### config.mk
export PLATFORM = sky130hd
export DESIGN_NAME = pt_walk_engine
export DESIGN_NICKNAME = d
export VERILOG_FILES = /design/src/rtl/ptw_pkg.sv /design/src/rtl/ptw_lvl_pick.sv /design/src/rtl/ptw_addr_gen.sv /design/src/rtl/ptw_leaf_fmt.sv /design/src/rtl/pt_walk_engine.sv
export SDC_FILE = /design/constraint.sdc
export NUM_CORES = 1
export LEC_CHECK = 0
export BUFFER_PORTS_ARGS = -buffer_cell sky130_fd_sc_hd__clkbuf_2
export CAP_MARGIN = 20
export CORE_MARGIN = 5
export CORE_UTILIZATION = 57
export CTS_BUF_LIST = sky130_fd_sc_hd__clkbuf_16
export CTS_CLUSTER_DIAMETER = 30
export DETAILED_ROUTE_END_ITERATION = 6
export PLACE_DENSITY = 0.82
export SYNTH_ARGS = -nofsm -noshare
export SYNTH_HDL_FRONTEND = slang
export SYNTH_SLANG_ARGS = --single-unit
### constraint.sdc
create_clock -name clk_i -period 5.8 [get_ports clk_i]
set_input_delay 0.87 -clock clk_i [delete_from_list [all_inputs] [get_ports clk_i]]
set_output_delay 0.87 -clock clk_i [all_outputs]
set_load 0.03 [all_outputs]
### src/rtl/ptw_pkg.sv
package ptw_pkg;
  typedef enum logic [1:0] {
    ST_IDLE,
    ST_REQ,
    ST_WAIT,
    ST_FIN
  } ptw_state_e;
endpackage

### src/rtl/ptw_lvl_pick.sv
// Highest level <= from_i with nonzero width; level 0 when none.
module ptw_lvl_pick #(
  parameter int LVL_N = 4,
  parameter int CFG_W = 6,
  localparam int LW = $clog2(LVL_N + 1),
  localparam int CW = (LVL_N + 1) * CFG_W
) (
  input  logic [CW-1:0] width_i,
  input  logic [LW-1:0] from_i,
  output logic [LW-1:0] lvl_o
);
  always_comb begin
    lvl_o = '0;
    for (int l = 0; l <= LVL_N; l++) begin
      if (l <= int'(from_i) && (l == 0 || width_i[l*CFG_W +: CFG_W] != '0))
        lvl_o = LW'(l);
    end
  end
endmodule

### src/rtl/ptw_addr_gen.sv
module ptw_addr_gen #(
  parameter int VA_W  = 64,
  parameter int PA_W  = 48,
  parameter int LVL_N = 4,
  parameter int CFG_W = 6,
  localparam int LW = $clog2(LVL_N + 1),
  localparam int CW = (LVL_N + 1) * CFG_W
) (
  input  logic [VA_W-1:0]  va_i,
  input  logic [PA_W-1:0]  tbl_i,
  input  logic [LW-1:0]    lvl_i,
  input  logic [CW-1:0]    base_cfg_i,
  input  logic [CW-1:0]    width_cfg_i,
  output logic [PA_W-1:0]  addr_o,
  output logic [CFG_W-1:0] shift_o
);
  logic [CFG_W-1:0] wd;
  logic [VA_W-1:0]  idx;

  always_comb begin
    shift_o = base_cfg_i[lvl_i*CFG_W +: CFG_W];
    wd      = width_cfg_i[lvl_i*CFG_W +: CFG_W];
    idx     = (va_i >> shift_o) & ((VA_W'(1) << wd) - VA_W'(1));
    addr_o  = tbl_i | PA_W'(idx << 3);
  end
endmodule

### src/rtl/ptw_leaf_fmt.sv
module ptw_leaf_fmt #(
  parameter int VA_W       = 64,
  parameter int PA_W       = 48,
  parameter int DATA_W     = 64,
  parameter int CFG_W      = 6,
  parameter int PAGE_SHIFT = 12,
  parameter int V_BIT      = 0,
  parameter int D_BIT      = 1,
  parameter int G_BIT      = 6,
  parameter int HUGE_BIT   = 6,
  parameter int HGLOB_BIT  = 12,
  parameter int LEVEL_LO   = 13,
  parameter int LEVEL_W    = 2,
  parameter int RPLV_BIT   = 63,
  parameter int NX_BIT     = 62,
  parameter int NR_BIT     = 61
) (
  input  logic [DATA_W-1:0] entry_i,
  input  logic              huge_i,
  input  logic [VA_W-1:0]   va_i,
  input  logic [CFG_W-1:0]  off_sh_i,
  output logic              fault_o,
  output logic              rd_o,
  output logic              wr_o,
  output logic [DATA_W-1:0] pa_o
);
  localparam logic [DATA_W-1:0] PA_MASK   = {{(DATA_W-PA_W){1'b0}}, {PA_W{1'b1}}};
  localparam logic [DATA_W-1:0] PAGE_MASK = ~((DATA_W'(1) << PAGE_SHIFT) - DATA_W'(1));

  logic [DATA_W-1:0] e, off, sum;

  always_comb begin
    e = entry_i;
    if (huge_i) begin
      e[LEVEL_LO +: LEVEL_W] = '0;
      e[HUGE_BIT] = 1'b0;
      if (e[HGLOB_BIT]) begin
        e[HGLOB_BIT] = 1'b0;
        e[G_BIT]     = 1'b1;
      end
    end
    off = DATA_W'(va_i) & PA_MASK & ((DATA_W'(1) << off_sh_i) - DATA_W'(1));
    sum = e + off;
    sum[RPLV_BIT] = 1'b0;
    sum[NX_BIT]   = 1'b0;
    sum[NR_BIT]   = 1'b0;
    sum = sum & PAGE_MASK;
    fault_o = ~e[V_BIT];
    rd_o    = e[V_BIT];
    wr_o    = e[V_BIT] & e[D_BIT];
    pa_o    = e[V_BIT] ? sum : '0;
  end
endmodule

### src/rtl/pt_walk_engine.sv
module pt_walk_engine
  import ptw_pkg::*;
#(
  parameter int VA_W       = 64,
  parameter int PA_W       = 48,
  parameter int DATA_W     = 64,
  parameter int LVL_N      = 4,
  parameter int CFG_W      = 6,
  parameter int PAGE_SHIFT = 12,
  parameter int V_BIT      = 0,
  parameter int D_BIT      = 1,
  parameter int G_BIT      = 6,
  parameter int HUGE_BIT   = 6,
  parameter int HGLOB_BIT  = 12,
  parameter int LEVEL_LO   = 13,
  parameter int LEVEL_W    = 2,
  parameter int RPLV_BIT   = 63,
  parameter int NX_BIT     = 62,
  parameter int NR_BIT     = 61,
  localparam int LW = $clog2(LVL_N + 1),
  localparam int CW = (LVL_N + 1) * CFG_W
) (
  input  logic              clk_i,
  input  logic              rst_ni,
  input  logic              start_i,
  input  logic [VA_W-1:0]   va_i,
  input  logic [DATA_W-1:0] root_lo_i,
  input  logic [DATA_W-1:0] root_hi_i,
  input  logic [CW-1:0]     lvl_base_i,
  input  logic [CW-1:0]     lvl_width_i,
  output logic              mem_req_o,
  output logic [PA_W-1:0]   mem_addr_o,
  input  logic              mem_ready_i,
  input  logic              mem_rvalid_i,
  input  logic [DATA_W-1:0] mem_rdata_i,
  output logic              done_o,
  output logic              fault_o,
  output logic [DATA_W-1:0] pa_o,
  output logic              rd_ok_o,
  output logic              wr_ok_o
);
  ptw_state_e        st_q;
  logic [VA_W-1:0]   va_q;
  logic [PA_W-1:0]   tbl_q;
  logic [LW-1:0]     lvl_q;
  logic [CW-1:0]     cfg_b_q, cfg_w_q;
  logic [DATA_W-1:0] leaf_q;
  logic              huge_q;
  logic [CFG_W-1:0]  off_sh_q;
  logic              done_q, fault_q, rd_q, wr_q;
  logic [DATA_W-1:0] pa_q;

  logic [LW-1:0]     first_lvl, next_lvl;
  logic [PA_W-1:0]   ent_addr;
  logic [CFG_W-1:0]  cur_sh;
  logic [DATA_W-1:0] root_sel;
  logic [PA_W-1:0]   dword;
  logic              f_fault, f_rd, f_wr;
  logic [DATA_W-1:0] f_pa;

  ptw_lvl_pick #(.LVL_N(LVL_N), .CFG_W(CFG_W)) u_pick_first (
    .width_i (lvl_width_i),
    .from_i  (LW'(LVL_N)),
    .lvl_o   (first_lvl)
  );

  ptw_lvl_pick #(.LVL_N(LVL_N), .CFG_W(CFG_W)) u_pick_next (
    .width_i (cfg_w_q),
    .from_i  (lvl_q - LW'(1)),
    .lvl_o   (next_lvl)
  );

  ptw_addr_gen #(.VA_W(VA_W), .PA_W(PA_W), .LVL_N(LVL_N), .CFG_W(CFG_W)) u_addr (
    .va_i        (va_q),
    .tbl_i       (tbl_q),
    .lvl_i       (lvl_q),
    .base_cfg_i  (cfg_b_q),
    .width_cfg_i (cfg_w_q),
    .addr_o      (ent_addr),
    .shift_o     (cur_sh)
  );

  ptw_leaf_fmt #(
    .VA_W(VA_W), .PA_W(PA_W), .DATA_W(DATA_W), .CFG_W(CFG_W), .PAGE_SHIFT(PAGE_SHIFT),
    .V_BIT(V_BIT), .D_BIT(D_BIT), .G_BIT(G_BIT), .HUGE_BIT(HUGE_BIT), .HGLOB_BIT(HGLOB_BIT),
    .LEVEL_LO(LEVEL_LO), .LEVEL_W(LEVEL_W), .RPLV_BIT(RPLV_BIT), .NX_BIT(NX_BIT), .NR_BIT(NR_BIT)
  ) u_fmt (
    .entry_i  (leaf_q),
    .huge_i   (huge_q),
    .va_i     (va_q),
    .off_sh_i (off_sh_q),
    .fault_o  (f_fault),
    .rd_o     (f_rd),
    .wr_o     (f_wr),
    .pa_o     (f_pa)
  );

  always_comb begin
    root_sel   = va_i[VA_W-1] ? root_hi_i : root_lo_i;
    dword      = PA_W'(mem_rdata_i);
    mem_req_o  = (st_q == ST_REQ);
    mem_addr_o = ent_addr;
  end

  always_ff @(posedge clk_i or negedge rst_ni) begin
    if (!rst_ni) begin
      st_q     <= ST_IDLE;
      va_q     <= '0;
      tbl_q    <= '0;
      lvl_q    <= '0;
      cfg_b_q  <= '0;
      cfg_w_q  <= '0;
      leaf_q   <= '0;
      huge_q   <= 1'b0;
      off_sh_q <= '0;
      done_q   <= 1'b0;
      fault_q  <= 1'b0;
      rd_q     <= 1'b0;
      wr_q     <= 1'b0;
      pa_q     <= '0;
    end else begin
      done_q <= 1'b0;
      unique case (st_q)
        ST_IDLE: begin
          if (start_i) begin
            va_q    <= va_i;
            tbl_q   <= PA_W'(root_sel);
            cfg_b_q <= lvl_base_i;
            cfg_w_q <= lvl_width_i;
            lvl_q   <= first_lvl;
            st_q    <= ST_REQ;
          end
        end
        ST_REQ: begin
          if (mem_ready_i) st_q <= ST_WAIT;
        end
        ST_WAIT: begin
          if (mem_rvalid_i) begin
            if (lvl_q == '0) begin
              leaf_q   <= mem_rdata_i;
              huge_q   <= 1'b0;
              off_sh_q <= cur_sh;
              st_q     <= ST_FIN;
            end else if (dword[HUGE_BIT]) begin
              leaf_q   <= DATA_W'(dword);
              huge_q   <= 1'b1;
              off_sh_q <= cur_sh;
              st_q     <= ST_FIN;
            end else begin
              tbl_q <= dword;
              lvl_q <= next_lvl;
              st_q  <= ST_REQ;
            end
          end
        end
        ST_FIN: begin
          done_q  <= 1'b1;
          fault_q <= f_fault;
          rd_q    <= f_rd;
          wr_q    <= f_wr;
          pa_q    <= f_pa;
          st_q    <= ST_IDLE;
        end
        default: st_q <= ST_IDLE;
      endcase
    end
  end

  assign done_o  = done_q;
  assign fault_o = fault_q;
  assign rd_ok_o = rd_q;
  assign wr_ok_o = wr_q;
  assign pa_o    = pa_q;
endmodule

==> results.md, run 1 <==
* Mapped Cells at 2467
* Actual slew at the worst max-slew pin at 1060 ps
* Per-cell routed wire length at 25.7 um
* Top cell type's share of synthesized area at 34.1%
* Period Utilization, post-route at 96.7%
* Synthesized cell area at 21900 sq um
* Clk root buf: clkbuf_16
* CTS tree: done
* Detailed Route Iter0 Violations at 2544
* Seq cells post-synth at 298
* CP Buf/Inv Count at 3
* Synth top cells by count: 309 x nand2_1, 298 x dfrtp_1, 191 x mux2_2, 191 x o21ai_0, 183 x mux2i_1
* Top post-synthesis cells by area: dfrtp_1 34%, mux2_2 9.8%, mux2i_1 8.4%, nand2_1 5.3%, o21ai_0 4.4%
* Slowest-stage cell, CP: dfrtp_1
* Cells along the critical path: buf_4, mux2i_1, o22ai_1, buf_4, nor3_1, nand2_1, ha_1, o21ai_1, nand4_1, o311a_1, o311ai_1, clkbuf_2
* Ant diodes at 0
* Hold_buf cts at 0
* Initial antenna violation count at 3
* PortBufs at 387
* Synthesis Warnings at 0
* MaxCap Viol Count at 0
* CTS sink cnt at 298
* P&R area growth vs syn at 22.7%
* Post-CTS setup repair buffer count at 0
* Antenna Nets Post-Route at 0
* Maximum clock frequency at 0.178 GHz
* Placed cells at 3300
* Clock buffer depth at 3
* H-tree Lvls at 3
* Unrepaired setup endpoints after global routing: false
* Initial core utilization at 57.9%
* DIE WIDTH at 206 um
* Worst min-delay path class: in2async
* Synth unique cells at 89
* Asr flop ratio synth at 100%
* Final Wtd Congestion at 1.05
* Share of cells above drive strength 1 at 29.0%
* Gr ovfl total at 0
* Total die area at 42400 sq um
* Post-synth EDFFs at 0
* Most used cell, CP: buf_4
* Run status: finished, final reports clean
* Worst stage delay on the critical path at 680 ps
* # rows at 71
* Via count at 22544
* Nets at 3233
* Top delay family on crit path: compound AO/OA/AOI/OAI gates
* First-pass GRT wire length at 131 mm
* WHS at 254 ps
* Register area share after synthesis at 34.1%
* Final hold violations at 0
* CP Class: reg2out
* CP required at 4930 ps
* CTS buffer count at 68
* Drt total wl at 88.0 mm
* Pin count of the biggest net entering global routing at 156
* Worst Path Arrival at 4740 ps
* Final worst setup slack at 190 ps
* All-layer global routing usage at 40.5%
* Pre-CTS setup slack at 711 ps
* Clock Skew at 19.9 ps
* Post-DR vias/cell at 6.59
* Setup crit start kind: flop
* Latest clock arrival within the worst-skew pair at 580 ps
* Drt pass-1 iters at 6
* Final setup viols at 0
* Final Max Slew Viols at 0
* DP Wirelength at 67.1 mm
* Most common cell in the synthesized netlist: nand2_1
* Vias in the first global route at 21945
* Core Area at 37800 sq um
* Fin crit period at 5610 ps
* Worst-path clk slew at 50 ps
* Dominant cell type by area after synthesis: dfrtp_1
* Drt drc at 0
* Syn_area_per_cell at 8.86 sq um
* Final Non-Filler Cells at 3420
* Top FF cell, synth: dfrtp_1
* Crit. End Element: primary output
* Slew headroom at 29.6%
* Total Negative Setup Slacks at 0 ps
* IO Pins at 438
* Worst-path maximum fanout at 15
* Die outline height at 206 um
[flip-flops by register name, indices dropped and copies added (netlist names), 2 cells and up]
signal / flops
lvl_q: 3
tbl_q: 48
cfg_b_q: 30
pa_o: 49
cfg_w_q: 30
off_sh_q: 6
st_q: 2
leaf_q: 61
va_q: 64
[cell type report]
type,instances,area [sq um]
inverter,30,113
clock inverter,50,547
timing repair buffer,506,2900
clock buffer,70,1750
fill,2889,10900
tap,511,639
multi-input combinational,1955,13400
sequential,298,7460
[path summary, 6_finish.rpt]
check / start / to / slack, ps / depth (start not counted)
worst max-delay path: lvl_q[0]$_DFFE_PN0P_ / mem_addr_o[31] / 190 / 12
worst min-delay path: rst_ni / leaf_q[60]$_DFFE_PN0P_ / 250 / 1
worst max register to register: off_sh_q[5]$_DFFE_PN0P_ / pa_o[34]$_DFFE_PN0P_ / 440 / 18
worst min register to register: pa_o[30]$_DFFE_PN0P_ / pa_o[30]$_DFFE_PN0P_ / 480 / 2
max in group asynchronous: rst_ni / lvl_q[2]$_DFFE_PN0P_ / 4160 / 2
min in group clk_i: pa_o[30]$_DFFE_PN0P_ / pa_o[30]$_DFFE_PN0P_ / 480 / 2
[timing repair]
| item | 4_1_cts | 5_1_grt |
|---|---|---|
| resized for setup | 0 | 2 |
| hold endpoints to repair | 0 | 0 |
| setup endpoints to repair | 0 | 2 |
[through the flow]
step,utilization (%),area (sq um)
6_report,71.1,26800
3_3_place_gp,64.9,24500
5_1_grt,71.1,26800
3_5_place_dp,65.0,24500
2_1_floorplan,-,21900
4_1_cts,71.1,26800
[cell usage in the layout, fill, tap and decap left out, drive strengths merged, types with 19 or more instances in the layout]
| cell | count |
|---|---|
| a211oi | 19 |
| xor2 | 19 |
| a22o | 26 |
| nor3 | 51 |
| dfrtp | 298 |
| nand3 | 54 |
| a31oi | 23 |
| a21o | 35 |
| and3 | 24 |
| o21a | 19 |
| a22oi | 54 |
| clkbuf | 455 |
| nand4 | 22 |
| a21oi | 167 |
| mux2 | 194 |
| clkinv | 21 |
| inv | 41 |
| nor2 | 162 |
| nand2 | 310 |
| xnor2 | 23 |
| buf | 121 |
| ha | 53 |
| mux2i | 184 |
| o21ai | 195 |
| nor2b | 25 |
| o211ai | 25 |
[worst register-to-register path, stage by stage, from the launching register on]
cell	delay, ps
dfrtp_1	380
nor3_1	770
nand3_1	170
ha_1	350
buf_4	200
nor3_1	240
mux2i_1	110
o21ai_0	290
and2_1	300
ha_1	330
nand2_1	90
o21ai_0	90
a221oi_1	400
a21oi_1	180
a31o_2	300
a41oi_1	430
o21ai_0	280
xnor2_1	220
o21ai_0	100
[per-layer routing]
metal | part of all wire, % | GRT usage [%] | routed length (um) | up-vias
met5 | 0.052 | 0 | 46 | -
met3 | 9.7 | 8.35 | 8550 | 301
li1 | - | - | - | 9938
met1 | 39 | 53.2 | 34200 | 10860
met4 | 6.5 | 21.6 | 5750 | 6
met2 | 45 | 63.4 | 39400 | 1439
[cell families (layout without fill, tap and decap cells)]
group	after synthesis	in the layout	share of synthesized area [%]
adders and majority gates	54	54	3.08
xor gates and xnor gates	42	42	1.68
other	1	15	0.0171
muxes	378	378	18.5
buffers and inverters	228	656	4.96
AOI/OAI and AO/OA	756	756	23.1
DFF	298	298	34.1
and+or+nand+nor	710	710	14.6
Power of run 1 is not shown: default switching activity piles up to over one toggle a cycle in this logic, so the estimate is an artifact.
==> run 2, diff against run 1 <==
==> constraint.sdc (replaced) <==
create_clock -name clk_i -period 5.8 [get_ports clk_i]
set_input_delay 0.87 -clock clk_i [delete_from_list [all_inputs] [get_ports clk_i]]
set_output_delay 0.87 -clock clk_i [all_outputs]
set_load 0.02 [all_outputs]
==> run 2 against run 1 <==
Compared with the run above:
- global-route usage decreased by 0.34 points
- via count decreased by 0.80%
- non-clock buffer count decreased by 20
- highest routed layer unchanged
- critical path depth decreased by 1
==> results.md, run 2 (synthesis gave the netlist of run 1 again) <==
* Setup crit start kind: flop
* H-tree Lvls at 3
* CTS buffer count at 67
* PortBufs at 387
* Actual slew at the worst max-slew pin at 1050 ps
* Gr ovfl total at 0
* Worst Path Arrival at 4690 ps
* Total Negative Setup Slacks at 0 ps
* Post-cts resize count at 0
* Unrepaired setup endpoints after global routing: false
* Detailed Route Iter0 Violations at 2477
* CP required at 4930 ps
* P&R area growth vs syn at 22.6%
* Vias in the first global route at 21475
* Post-CTS setup repair buffer count at 0
* Final hold violations at 0
* Antenna Nets Post-Route at 0
* Die outline height at 206 um
* Post-DR vias/cell at 6.57
* Drt pass-1 iters at 5
* Initial core utilization at 57.9%
* Clock Skew at 33.9 ps
* CTS tree: done
* Core Area at 37800 sq um
* Placed cell area at 24400 sq um
* Multi-input gate area at 13400 sq um
* Crit. End Element: primary output
* DIE WIDTH at 206 um
* Initial antenna violation count at 1
* Slew headroom at 29.8%
* Via count at 22363
* Ant diodes at 0
* Maximum clock frequency at 0.180 GHz
* First-pass GRT wire length at 130 mm
* Final Non-Filler Cells at 3402
* CP Class: reg2out
* Clk root buf: clkbuf_16
* Max reg flops at 64
* # rows at 71
* Worst-path clk slew at 50 ps
* IO Pins at 438
* Filler cells at 2898
* Largest register by flop count: va_q
* Drt total wl at 87.3 mm
* Pin count of the biggest net entering global routing at 171
* Placed cells at 3278
* Final Wtd Congestion at 1.05
* Drt drc at 0
* Nets at 3212
* All-layer global routing usage at 40.2%
* Final Max Slew Viols at 0
* Worst min-delay path class: in2async
* Share of cells above drive strength 1 at 28.9%
* Latest clock arrival within the worst-skew pair at 590 ps
* MaxCap Viol Count at 0
* Per-cell routed wire length at 25.6 um
* Worst-path maximum fanout at 12
* Period Utilization, post-route at 95.9%
* Run status: finished, final reports clean
* Most frequent cells in the layout: 385 x clkbuf_2, 307 x nand2_1, 297 x dfrtp_1, 191 x o21ai_0, 191 x mux2_2
* Fin crit period at 5560 ps
* DP Wirelength at 66.2 mm
* Reg2reg setup slack at 620 ps
* Register Area at 7460 sq um
* Final setup viols at 0
* Final Instance Area at 26800 sq um
* Total die area at 42400 sq um
* Most common cell after layout, fill and taps aside: clkbuf_2
* Hold_buf cts at 0
* Clock buffer depth at 3
* CTS sink cnt at 298
run 2: changes by cell type in the layout (fill, tap and decap cells not counted), sizes merged:
| cell | delta |
|---|---|
| clkinv | +5 |
| inv | +1 |
| clkinvlp | -4 |
| buf | -20 |
run 2: cell type report:
class / count / area share [%]
Clock buffer: 70 / 6.53
Clock inverter: 52 / 2.41
Inverter: 30 / 0.420
Multi-Input combinational cell: 1955 / 50.1
Sequential cell: 298 / 27.8
Tap cell: 511 / 2.39
Timing Repair Buffer: 486 / 10.3
run 2: worst paths after layout:
| check | cells past startpoint | end | start |
|---|---|---|---|
| min in group clk_i | 2 | wr_ok_o$_DFFE_PN0P_ | wr_ok_o$_DFFE_PN0P_ |
| worst max register to register | 21 | pa_o[51]$_DFFE_PN0P_ | off_sh_q[4]$_DFFE_PN0P_ |
| max in group asynchronous | 2 | lvl_q[2]$_DFFE_PN0P_ | rst_ni |
| worst max-delay path | 11 | mem_addr_o[11] | lvl_q[0]$_DFFE_PN0P_ |
| worst min-delay path | 1 | leaf_q[60]$_DFFE_PN0P_ | rst_ni |
| worst min register to register | 2 | wr_ok_o$_DFFE_PN0P_ | wr_ok_o$_DFFE_PN0P_ |
run 2: critical path, cell delays in order, from the launching register on:
cell and delay, ps:
dfrtp_1 600, and2b_4 340, a221o_1 350, and2_1 530, buf_4 310, mux2i_1 300
a21oi_1 120, mux2i_1 470, mux2i_1 230, a2111oi_0 480, a211oi_1 170, clkbuf_2 200
run 2: routing by layer:
layer  vias up  global-route usage (%)  share of wire [%]
li1       9886                       -                  -
met1     10810                    53.6                 39
met2      1379                    63.5                 46
met3       286                    7.67                9.7
met4         2                    19.0                5.9
met5         -                       0              0.015
run 2: stage by stage:
step                setup WS (ps)  util (%)  hold WS (ps)
detailed placement            770      64.6           464
CTS                           246      70.9           210
floorplan                    1280         -           443
global route                 72.7      71.0           236
finish                        238      71.0           208
global placement              846      64.6           457
Power of run 2 is left out for the same reason.
